## config.mk

```make
export PLATFORM = sky130hd
export DESIGN_NAME = vector_fetch_seq
export DESIGN_NICKNAME = d
export VERILOG_FILES = /design/src/rtl/ivf_pkg.sv /design/src/rtl/ivf_ctrl.sv /design/src/rtl/ivf_datapath.sv /design/src/rtl/vector_fetch_seq.sv
export SDC_FILE = /design/constraint.sdc
export NUM_CORES = 1
export LEC_CHECK = 0
export BUFFER_PORTS_ARGS = -buffer_cell sky130_fd_sc_hd__buf_2
export CAP_MARGIN = 20
export CORE_ASPECT_RATIO = 0.7
export CORE_MARGIN = 2
export CORE_UTILIZATION = 40
export CTS_BUF_LIST = sky130_fd_sc_hd__clkbuf_4 sky130_fd_sc_hd__clkbuf_8
export DETAILED_ROUTE_END_ITERATION = 16
export PLACE_DENSITY_LB_ADDON = 0.1
export REMOVE_ABC_BUFFERS = 1
export SKIP_CTS_REPAIR_TIMING = 1
export SYNTH_ARGS = -nofsm -noshare
export SYNTH_HDL_FRONTEND = slang
export SYNTH_SLANG_ARGS = --single-unit
```

## constraint.sdc

```tcl
create_clock -name clk -period 2.7 [get_ports clk]
set_input_delay 0.405 -clock clk [delete_from_list [all_inputs] [get_ports clk]]
set_output_delay 0.405 -clock clk [all_outputs]
set_load 0.01 [all_outputs]
```

## src/rtl/ivf_pkg.sv

```systemverilog
package ivf_pkg;

  localparam int ENTRY_BYTES = 4;
  localparam int IDX_W = $clog2(ENTRY_BYTES);
  localparam int BYTE_W = 8;

  typedef enum logic [1:0] {
    ST_IDLE  = 2'd0,
    ST_FETCH = 2'd1,
    ST_DONE  = 2'd2
  } ivfState_t;

  typedef struct packed {
    logic             loadType;
    logic             fetchActive;
    logic             captureByte;
    logic [IDX_W-1:0] byteIdx;
  } ivfCtl_t;

endpackage

```

## src/rtl/ivf_ctrl.sv

```systemverilog
module ivf_ctrl
  import ivf_pkg::*;
(
  input  logic    clk,
  input  logic    rst,
  input  logic    startReq,
  input  logic    memReady,
  output ivfCtl_t ctl,
  output logic    busy,
  output logic    done,
  output logic    memReq
);

  localparam logic [IDX_W-1:0] LAST_IDX = IDX_W'(ENTRY_BYTES - 1);

  ivfState_t state, stateNext;
  logic [IDX_W-1:0] idx;
  logic accept;
  logic capture;
  logic lastByte;

  assign accept   = startReq && (state != ST_FETCH);
  assign capture  = (state == ST_FETCH) && memReady;
  assign lastByte = (idx == LAST_IDX);

  always_comb begin
    stateNext = state;
    case (state)
      ST_IDLE:  if (accept) stateNext = ST_FETCH;
      ST_FETCH: if (capture && lastByte) stateNext = ST_DONE;
      ST_DONE:  stateNext = accept ? ST_FETCH : ST_IDLE;
      default:  stateNext = ST_IDLE;
    endcase
  end

  always_ff @(posedge clk) begin
    if (rst) begin
      state <= ST_IDLE;
      idx   <= '0;
    end else begin
      state <= stateNext;
      if (accept)       idx <= '0;
      else if (capture) idx <= idx + 1'b1;
    end
  end

  assign busy   = (state == ST_FETCH);
  assign memReq = (state == ST_FETCH);
  assign done   = (state == ST_DONE);

  assign ctl.loadType    = accept;
  assign ctl.fetchActive = (state == ST_FETCH);
  assign ctl.captureByte = capture;
  assign ctl.byteIdx     = idx;

  // the result strobe never lasts two cycles
  assert_done_single_R5: assert property (@(posedge clk) disable iff (rst)
    done |=> !done);

  // done only follows a capture of the final byte
  assert_done_after_last_R5: assert property (@(posedge clk) disable iff (rst)
    (state == ST_FETCH && !(capture && lastByte)) |=> !done);

  // requests only during a fetch
  assert_req_only_busy_R8: assert property (@(posedge clk) disable iff (rst)
    memReq |-> busy);

  // a start during a fetch cannot cut the fetch short
  assert_start_ignored_R7: assert property (@(posedge clk) disable iff (rst)
    (busy && startReq && !capture) |=> (busy && $stable(idx)));

  // reset always lands in idle
  assert_reset_idle_R9: assert property (@(posedge clk)
    rst |=> (!busy && !done && !memReq));

endmodule

```

## src/rtl/ivf_datapath.sv

```systemverilog
module ivf_datapath
  import ivf_pkg::*;
#(
  parameter int TYPE_W = 8,
  parameter int ADDR_W = 20,
  parameter int WORD_W = 16,
  parameter int SEG_SHIFT = 4,
  parameter logic [ADDR_W-1:0] TABLE_BASE = '0
) (
  input  logic              clk,
  input  logic              rst,
  input  ivfCtl_t           ctl,
  input  logic [TYPE_W-1:0] startType,
  input  logic [BYTE_W-1:0] memRdata,
  output logic [ADDR_W-1:0] memAddr,
  output logic [WORD_W-1:0] newSeg,
  output logic [WORD_W-1:0] newOff,
  output logic [ADDR_W-1:0] targetAddr
);

  localparam int HALF_BYTES = WORD_W / BYTE_W;
  localparam longint TABLE_BYTES = longint'(1) << (TYPE_W + IDX_W);
  localparam longint TABLE_END = longint'(TABLE_BASE) + TABLE_BYTES;

  logic [TYPE_W-1:0] typeReg;
  logic [BYTE_W-1:0] entryBytes [ENTRY_BYTES];

  always_ff @(posedge clk) begin
    if (rst) typeReg <= '0;
    else if (ctl.loadType) typeReg <= startType;
  end

  for (genvar b = 0; b < ENTRY_BYTES; b++) begin : g_entry
    always_ff @(posedge clk) begin
      if (rst) entryBytes[b] <= '0;
      else if (ctl.captureByte && ctl.byteIdx == IDX_W'(b)) entryBytes[b] <= memRdata;
    end
  end

  for (genvar h = 0; h < HALF_BYTES; h++) begin : g_words
    assign newOff[h*BYTE_W +: BYTE_W] = entryBytes[h];
    assign newSeg[h*BYTE_W +: BYTE_W] = entryBytes[HALF_BYTES + h];
  end

  assign memAddr = TABLE_BASE + ADDR_W'({typeReg, ctl.byteIdx});

  logic [ADDR_W-1:0] segScaled;
  assign segScaled  = ADDR_W'({newSeg, {SEG_SHIFT{1'b0}}});
  assign targetAddr = segScaled + ADDR_W'(newOff);

  // a waiting read keeps its address
  assert_addr_hold_R3: assert property (@(posedge clk) disable iff (rst)
    (ctl.fetchActive && !ctl.captureByte) |=> $stable(memAddr));

  // after a non-final capture the address moves up by one
  assert_addr_step_R3: assert property (@(posedge clk) disable iff (rst)
    (ctl.fetchActive && ctl.captureByte && ctl.byteIdx != IDX_W'(ENTRY_BYTES-1))
      |=> (memAddr == $past(memAddr) + 1'b1));

  // every request stays inside the vector table
  assert_table_range_R8: assert property (@(posedge clk) disable iff (rst)
    ctl.fetchActive |-> (longint'(memAddr) >= longint'(TABLE_BASE) &&
                         longint'(memAddr) < TABLE_END));

  // results change only by a capture
  assert_result_hold_R10: assert property (@(posedge clk) disable iff (rst)
    !ctl.captureByte |=> ($stable(newSeg) && $stable(newOff)));

endmodule

```

## src/rtl/vector_fetch_seq.sv

```systemverilog
module vector_fetch_seq
  import ivf_pkg::*;
#(
  parameter int TYPE_W = 8,
  parameter int ADDR_W = 20,
  parameter int WORD_W = 16,
  parameter int SEG_SHIFT = 4,
  parameter logic [ADDR_W-1:0] TABLE_BASE = '0
) (
  input  logic              clk,
  input  logic              rst,
  input  logic              startReq,
  input  logic [TYPE_W-1:0] startType,
  output logic              memReq,
  output logic [ADDR_W-1:0] memAddr,
  input  logic [BYTE_W-1:0] memRdata,
  input  logic              memReady,
  output logic              busy,
  output logic              done,
  output logic [WORD_W-1:0] newSeg,
  output logic [WORD_W-1:0] newOff,
  output logic [ADDR_W-1:0] targetAddr
);

  ivfCtl_t ctl;

  ivf_ctrl ctrl_i (
    .clk      (clk),
    .rst      (rst),
    .startReq (startReq),
    .memReady (memReady),
    .ctl      (ctl),
    .busy     (busy),
    .done     (done),
    .memReq   (memReq)
  );

  ivf_datapath #(
    .TYPE_W     (TYPE_W),
    .ADDR_W     (ADDR_W),
    .WORD_W     (WORD_W),
    .SEG_SHIFT  (SEG_SHIFT),
    .TABLE_BASE (TABLE_BASE)
  ) dp_i (
    .clk        (clk),
    .rst        (rst),
    .ctl        (ctl),
    .startType  (startType),
    .memRdata   (memRdata),
    .memAddr    (memAddr),
    .newSeg     (newSeg),
    .newOff     (newOff),
    .targetAddr (targetAddr)
  );

endmodule

```

==> reports/summary.md, run 1 <==
The number of H-tree levels came out at 2. The tools report the synthesized netlist cell count as 236. The worst setup path is of the flip-flop to output pin kind. For this design the total switching power over the nets is 396 µW. Across the routed clock network, the largest skew measured is 0.0108 ns.

In this run the power density over the cells is 531 nW/µm². Detailed placement ended at an HPWL of 4520 µm. Setup violations remaining at the end of the flow were counted as 0. The leakage component of the power came out at 1.54 nW.

The count of final hold-check violations came out at 0. The initialized floorplan defines 24 standard-cell rows. The run finished with clean final reports. The clock period could shrink to 2.64 ns. The final layout contains routed wiring with a total length of 5860 µm. During synthesis, Yosys emitted a total of 0 warnings. After detailed routing, the number of remaining DRC violations is 0. The number of clock buffers added by TritonCTS is 5. Fraction of the cycle the final worst path needs: 0.979.

The worst path required time was 2.30 ns; the core box area was 6190 µm². The final-report max-slew violation count was 0; the largest net degree at the start of global routing was 34. The starting utilization of the core area was 0.412. CTS placed an instance of sky130_fd_sc_hd__clkbuf_8 at the clock tree root. In this run the worst path has a maximum fanout of 3. At the end of routability-driven placement, the weighted congestion stood at 0.839. Final antenna-violating net count: 0.

The logs give 0 for the initial antenna violation count and 0.471 for the share of power burned in registers. Counting every sink on the clock net gives 44. 0 antenna diodes ended up in the layout. Sequential share of the synthesized area: 0.471. The proportion of netlist area held by the largest area contributor was 0.377.

The run gives 285 µV as the largest voltage drop on the vdd net. The DRC violation total after the first TritonRoute iteration is 111, and the vertical extent of the die is 70.8 µm. Static timing analysis puts the maximum clock frequency at 378 MHz.

Synthesis-stage register bit count: 44. The hold-critical path depth was 3; the relative contribution of the clock network to total power was 0.361. The run gives 95 as the I/O pin count. The mapped netlist covers 2550 µm².

The internal power of the cells totals 1.25 mW. The number of cells on the worst reg-to-reg path is 4. The switching share of power is 0.241. The clock input transition at the sequential cells of the worst setup and hold paths works out to 0.08 ns. The maximum number of buffers from clock root to sink was 2. In the layout the commonest cells are sky130_fd_sc_hd__buf_2, sky130_fd_sc_hd__and3_1, sky130_fd_sc_hd__edfxtp_1, sky130_fd_sc_hd__nor2_1, sky130_fd_sc_hd__ha_1.

Max-cap violations in this run came to 0. The critical path capture point type was an output pin. For the worst-skew pair, the clock arrives at the later sink with an insertion delay of 0.29 ns. Leaving out fill and tap cells, the most frequent cell in the layout is sky130_fd_sc_hd__buf_2. The tools report the first-pass GRT wire length as 9000 µm. The part of the power in combinational logic came out at 0.168. The run gives 41 as the post-synthesis cell type count. The growth of design area from synthesis to finish came out at 21.5%. Setup repair after global routing could not meet its margin everywhere.

After detailed routing, the average wire length per cell comes to 14.8 µm. Global routing finished with a remaining overflow of 0. The tightest min-delay check is of the input port to flip-flop type. The detailed-route via count was 1982; the post-layout total power was 1.64 mW. Yosys attributes the largest share of cell area to sky130_fd_sc_hd__edfxtp_1, sky130_fd_sc_hd__dfxtp_1, sky130_fd_sc_hd__and3_1. Number of nets in the finished design: 353. Quantity of I/O buffers inserted on ports: 84.

For the overall track demand over capacity in global routing, the log shows 0.163. The die is 99.5 µm wide. Detailed-router iteration count before antenna repair: 4.

The data arrival time of the worst path was 2.24 ns; the die outline area was 7040 µm². The sum of negative setup slack was 0 ns; the routed via count divided by cell count was 5.02. TritonCTS built the clock tree. The post-synthesis cell type with the largest combined area is sky130_fd_sc_hd__edfxtp_1. Category of the worst setup path launch point: a flip-flop. The number of global-route vias before repair was 1792; the mean instance size in the synthesized netlist was 10.8 µm². The layout cell share with drive strength beyond 1 was 0.338.
## layer usage
layer,vias up,wire [µm],track usage
li1,993,-,-
met1,922,2940,0.247
met2,63,2470,0.233
met3,4,413,0.0425
met4,0,42,0.0411
met5,-,0,0
## cells by family after synthesis
kind of cell / share of synthesized area
AO/OA/AOI/OAI: 0.116
XOR/XNOR: 0.0412
adder cells (fa/ha/maj): 0.0863
buffers and inverters: 0.0755
flip-flops: 0.471
multiplexers: 0.0353
other: 0.00147
AND/OR/NAND/NOR: 0.174
## flip-flops by register name, summed over array words and instances, names as in the netlist
signal / flops
ctrl_i.state: 2
ctrl_i.idx: 2
dp_i.typeReg: 8
dp_i.entryBytes: 32
## Yosys cell counts, drive strengths merged
library cell	count
a211oi	3
a21boi	1
a21o	7
a21oi	12
a31oi	3
and2	2
and2b	1
and3	32
buf	20
clkbuf	2
conb	1
dfxtp	12
edfxtp	32
fa	1
ha	16
inv	6
mux2i	9
nand2	10
nand3	2
nand3b	1
nand4	1
nor2	21
nor2b	4
nor3	5
nor4b	2
o211ai	3
o21a	2
o21ai	10
o21bai	2
o31a	1
xnor2	8
xor2	4
## final cells by class
| type | count | area [µm²] |
|---|---|---|
| Fill cell | 629 | 3090 |
| Multi-Input combinational cell | 173 | 1210 |
| Sequential cell | 44 | 1200 |
| Timing Repair Buffer | 86 | 435 |
| Tap cell | 78 | 97.6 |
| Clock buffer | 6 | 76.3 |
| Clock inverter | 2 | 60.1 |
| Inverter | 6 | 22.5 |
## power by group through the flow
stage	logic, mW	registers [mW]	clock network, mW
after CTS	0.275	0.775	0.602
final	0.277	0.775	0.593
after global routing	0.305	0.779	0.628
after floorplan	0.149	0.803	0
after detailed placement	0.274	0.790	0
after global placement	0.274	0.790	0
## worst max-delay path: stages (launching register included)
cell,delay (ns)
sky130_fd_sc_hd__edfxtp_1,0.39
sky130_fd_sc_hd__ha_2,0.23
sky130_fd_sc_hd__fa_2,0.38
sky130_fd_sc_hd__a211oi_2,0.28
sky130_fd_sc_hd__o211ai_1,0.14
sky130_fd_sc_hd__nand2_1,0.13
sky130_fd_sc_hd__o21a_1,0.14
sky130_fd_sc_hd__xnor2_1,0.11
sky130_fd_sc_hd__buf_2,0.14
## path summary, 6_finish.rpt
check | start | end | slack (ns)
max | dp_i.entryBytes[2][0] | targetAddr[14] | 0.06
min | startType[2] | dp_i.typeReg[2] | 0.34
min reg2reg | dp_i.typeReg[1] | dp_i.typeReg[1] | 0.49
max reg2reg | ctrl_i.state[0] | dp_i.entryBytes[3][6] | 1.06
## through the flow
step | area [µm²] | hold slack [ns] | std cells | utilization | setup WS [ns]
after global placement | 2940 | 0.469 | 386 | 0.475 | 0.170
after global routing | 3100 | 0.341 | 395 | 0.501 | -0.0600
after detailed placement | 2940 | 0.481 | 386 | 0.475 | 0.163
final | 3100 | 0.339 | 395 | 0.501 | 0.0570
after floorplan | 2410 | 0.477 | 223 | - | 0.336
after CTS | 3080 | 0.340 | 394 | 0.497 | -0.182
Power figures use the tool's default switching activity.
==> inputs of run 2 (changes only) <==
--- a/config.mk
+++ b/config.mk
@@ -5,6 +5,7 @@
 export SDC_FILE = /design/constraint.sdc
 export NUM_CORES = 1
 export LEC_CHECK = 0
+export ABC_AREA = 1
 export BUFFER_PORTS_ARGS = -buffer_cell sky130_fd_sc_hd__buf_2
 export CAP_MARGIN = 20
 export CORE_ASPECT_RATIO = 0.7
==> reports/summary.md, run 2 <==
At the placement stage, the worst setup path has a slack of 0.536 ns. Yosys printed 0 warnings. CTS saw 44 sinks. Cell row count: 24. The most repeated library cell on the critical path is sky130_fd_sc_hd__nand2_1. The tools report the maximum number of buffers from clock root to sink as 2.

The total overflow left after global routing is 0. After synthesis the netlist holds a flip-flop and latch count of 44. The first global-routing pass estimated 9750 µm of wire. The die covers 7150 µm². The number of violations of the max-capacitance limit came out at 0.

The path with the worst hold slack has its endpoint at ctrl_i.state[1]. The H-tree was split into 2 levels. Startpoint of the worst register-to-register path: ctrl_i.state[0]. For this run, design rule violations remaining after detail routing come to 0. Setup violations remaining at the end of the flow were counted as 0. Detailed routing inserted a total of 2184 vias.

TritonCTS built the clock tree. Data on the critical path arrives at its endpoint at 2.07 ns. The vertical extent of the die is 71.3 µm.

The fmax came out at 404 MHz. The worst setup path is of the flip-flop to output pin kind. Counting I/O delays and the setup requirement, the final critical path takes 2.48 ns. The clock tree skew after final layout is 0.00632 ns, and the delay contributed by the slowest stage of the critical path is 0.41 ns. The quantity of I/O buffers inserted on ports is 84. The most repeated cell in the gate-level netlist after synthesis was sky130_fd_sc_hd__nand2_1. The hold-critical path depth is 2, and the count of final hold-check violations is 0.

The detailed-router iteration count before antenna repair is 4. The synthesized netlist occupies a cell area of 2590 µm². The sequential share of the synthesized area was 0.464. Of all nets on the critical path, the largest fanout is 3. The flow ran to the end, and the final reports show no timing, DRC or antenna violations. The initial antenna violation count is 0. For the clock latency on the worst-skew pair, the log shows 0.29 ns. In the final layout, the registers with the most flip-flops are dp_i.entryBytes: 32 flops, dp_i.typeReg: 8 flops. Largest register by flop count: dp_i.entryBytes. For the DRC violation total after the first TritonRoute iteration, the log shows 85. In the layout the commonest cells are sky130_fd_sc_hd__nand2_1, sky130_fd_sc_hd__buf_2, sky130_fd_sc_hd__nor2_1, sky130_fd_sc_hd__inv_1, sky130_fd_sc_hd__edfxtp_1. Clock tree synthesis selected as its root buffer the cell sky130_fd_sc_hd__clkbuf_8.

Post-synthesis cell type with the largest combined area: sky130_fd_sc_hd__edfxtp_1. For the final-report max-slew violation count, the log shows 0. The count of flip-flops with a built-in enable after synthesis was 32. In the synthesized netlist the dominant register cell turns out to be sky130_fd_sc_hd__edfxtp_1. The core box area was 6250 µm².

Total wire length: 6060 µm. For the post-synthesis cell type count, the log shows 23. For the number of clock buffers inserted by TritonCTS, the log shows 5. In this run the worst hold path is classified as input port to flip-flop. Sorting the synthesized cells by area gives the leading types as sky130_fd_sc_hd__edfxtp_1, sky130_fd_sc_hd__nand2_1, sky130_fd_sc_hd__dfxtp_1. Setup repair after global routing left no endpoint under its margin. The wire-length estimate of the detail-placed layout is 4920 µm. After layout, the design draws a total of 1.68 mW.

0 antenna diodes ended up in the layout. The commonest cells after synthesis are sky130_fd_sc_hd__nand2_1, sky130_fd_sc_hd__nor2_1, sky130_fd_sc_hd__inv_1, sky130_fd_sc_hd__edfxtp_1. Sum of negative setup slack: 0 ns. The mean instance size in the synthesized netlist is 7.85 µm².

The worst register-to-register path has a depth of 4. The worst flop-to-flop path endpoint was dp_i.entryBytes[3][0]. With fillers left out, the area of the finished cells amounts to 3160 µm². In this run the cell area measured after placement is 3030 µm². 95 I/O pins were placed. The tools report the final antenna-violating net count as 0. Entering global routing, the biggest net connects 17 pins. Summed over all cells, the static leakage comes to 1.75 nW. The tools report the worst path required time as 2.30 ns.

The signal on the critical path passes through ha_1 -> fa_1 -> nand2_1 -> nand3_1 -> nand3_1 -> nand2_1 -> nand2_1 -> nand2_1 -> nand2_1 -> nand2_1 -> buf_2. Clock-pin slew was measured on the worst setup and hold paths at 0.08 ns. The worst setup path is launched from a flip-flop. The area growth from synthesis to layout is 22.1%.

The async set or reset register ratio after synthesis is 0. After detailed routing, the average wire length per cell comes to 12.3 µm. The largest voltage drop on the vdd net is 296 µV. The fraction of the cycle the final worst path needs is 0.918. Total power density per cell area: 531 nW/µm². The library cell used most frequently in the layout, excluding fill and tap cells, is sky130_fd_sc_hd__nand2_1. Worst min-delay path startpoint: rst. For the synthesized netlist cell count, the log shows 330. The largest individual stage delay along the critical path comes from the cell sky130_fd_sc_hd__fa_1. In the final design database the tool counted 451 nets. For the final worst slack, the log shows 0.222 ns. The tools report the critical path capture point type as an output pin.

In this run the horizontal extent of the chip is 100 µm. The proportion of netlist area held by the largest area contributor is 0.371, and the routed via count divided by cell count is 4.43. The number of global-route vias before repair was 2030. Routability-driven placement finished with a final weighted congestion of 0.881. The starting utilization of the core area was 0.415; the flip-flop count of the largest register, all copies and words added was 32. The tools report the overall track demand over capacity in global routing as 0.177. Final worst hold slack: 0.307 ns. The layout cell share with drive strength beyond 1 was 0.234; the worst-case register-to-register setup slack was 1.29 ns.
## run 2: worst max-delay path by stage
stage	start	end	slack, ns	depth (start not counted)
3_3_place_gp	dp_i.entryBytes[2][0]	targetAddr[18]	0.60	11
4_1_cts	dp_i.entryBytes[2][0]	targetAddr[14]	0.20	11
3_5_place_dp	dp_i.entryBytes[2][0]	targetAddr[14]	0.54	11
2_1_floorplan	dp_i.entryBytes[2][0]	targetAddr[18]	0.70	10
5_1_grt	dp_i.entryBytes[2][0]	targetAddr[18]	0.04	11
6_report	dp_i.entryBytes[2][0]	targetAddr[14]	0.22	11
## run 2: layout make-up
cell class	count	area, µm²
Multi-Input combinational cell	224	1100
Inverter	55	206
Tap cell	78	97.6
Fill cell	634	3080
Clock inverter	2	60.1
Sequential cell	44	1200
Timing Repair Buffer	84	420
Clock buffer	6	76.3
## run 2: cell families (layout without fill, tap and decap cells)
group                    count (synthesis)  after routing  share of synthesized area
flip-flops                              44             44                      0.464
XOR/XNOR                                 7              7                     0.0237
AO/OA/AOI/OAI                           18             18                     0.0357
adder cells (fa/ha/maj)                 17             17                     0.0850
AND/OR/NAND/NOR                        172            172                      0.266
other                                    1             10                    0.00145
buffers and inverters                   71            147                      0.125
## run 2: power breakdown
part           internal [mW]  switching [mW]  leakage, nW
sequential             0.762          0.0260        0.432
clock                  0.380           0.218       0.0688
combinational          0.108           0.185         1.25
## run 2: critical path: cells and delay by family (launching register included)
family / cells / cell delay (ns)
adders and majority gates: 2 / 0.65
and+or+nand+nor: 8 / 0.60
DFF: 1 / 0.40
buffers and inverters: 1 / 0.13
## run 2: metal layers
metal | vias up | wire, µm | part of all wire | GRT usage
met5 | - | 0 | 0 | 0
met4 | 0 | 61 | 0.010 | 0.0457
met3 | 6 | 301 | 0.050 | 0.0400
met2 | 56 | 2590 | 0.43 | 0.271
met1 | 955 | 3110 | 0.51 | 0.256
li1 | 1167 | - | - | -
## run 2: per-stage QoR
stage | utilization | instances
floorplan | - | 323
global placement | 0.485 | 485
detailed placement | 0.485 | 485
CTS | 0.506 | 493
global route | 0.506 | 493
finish | 0.506 | 493
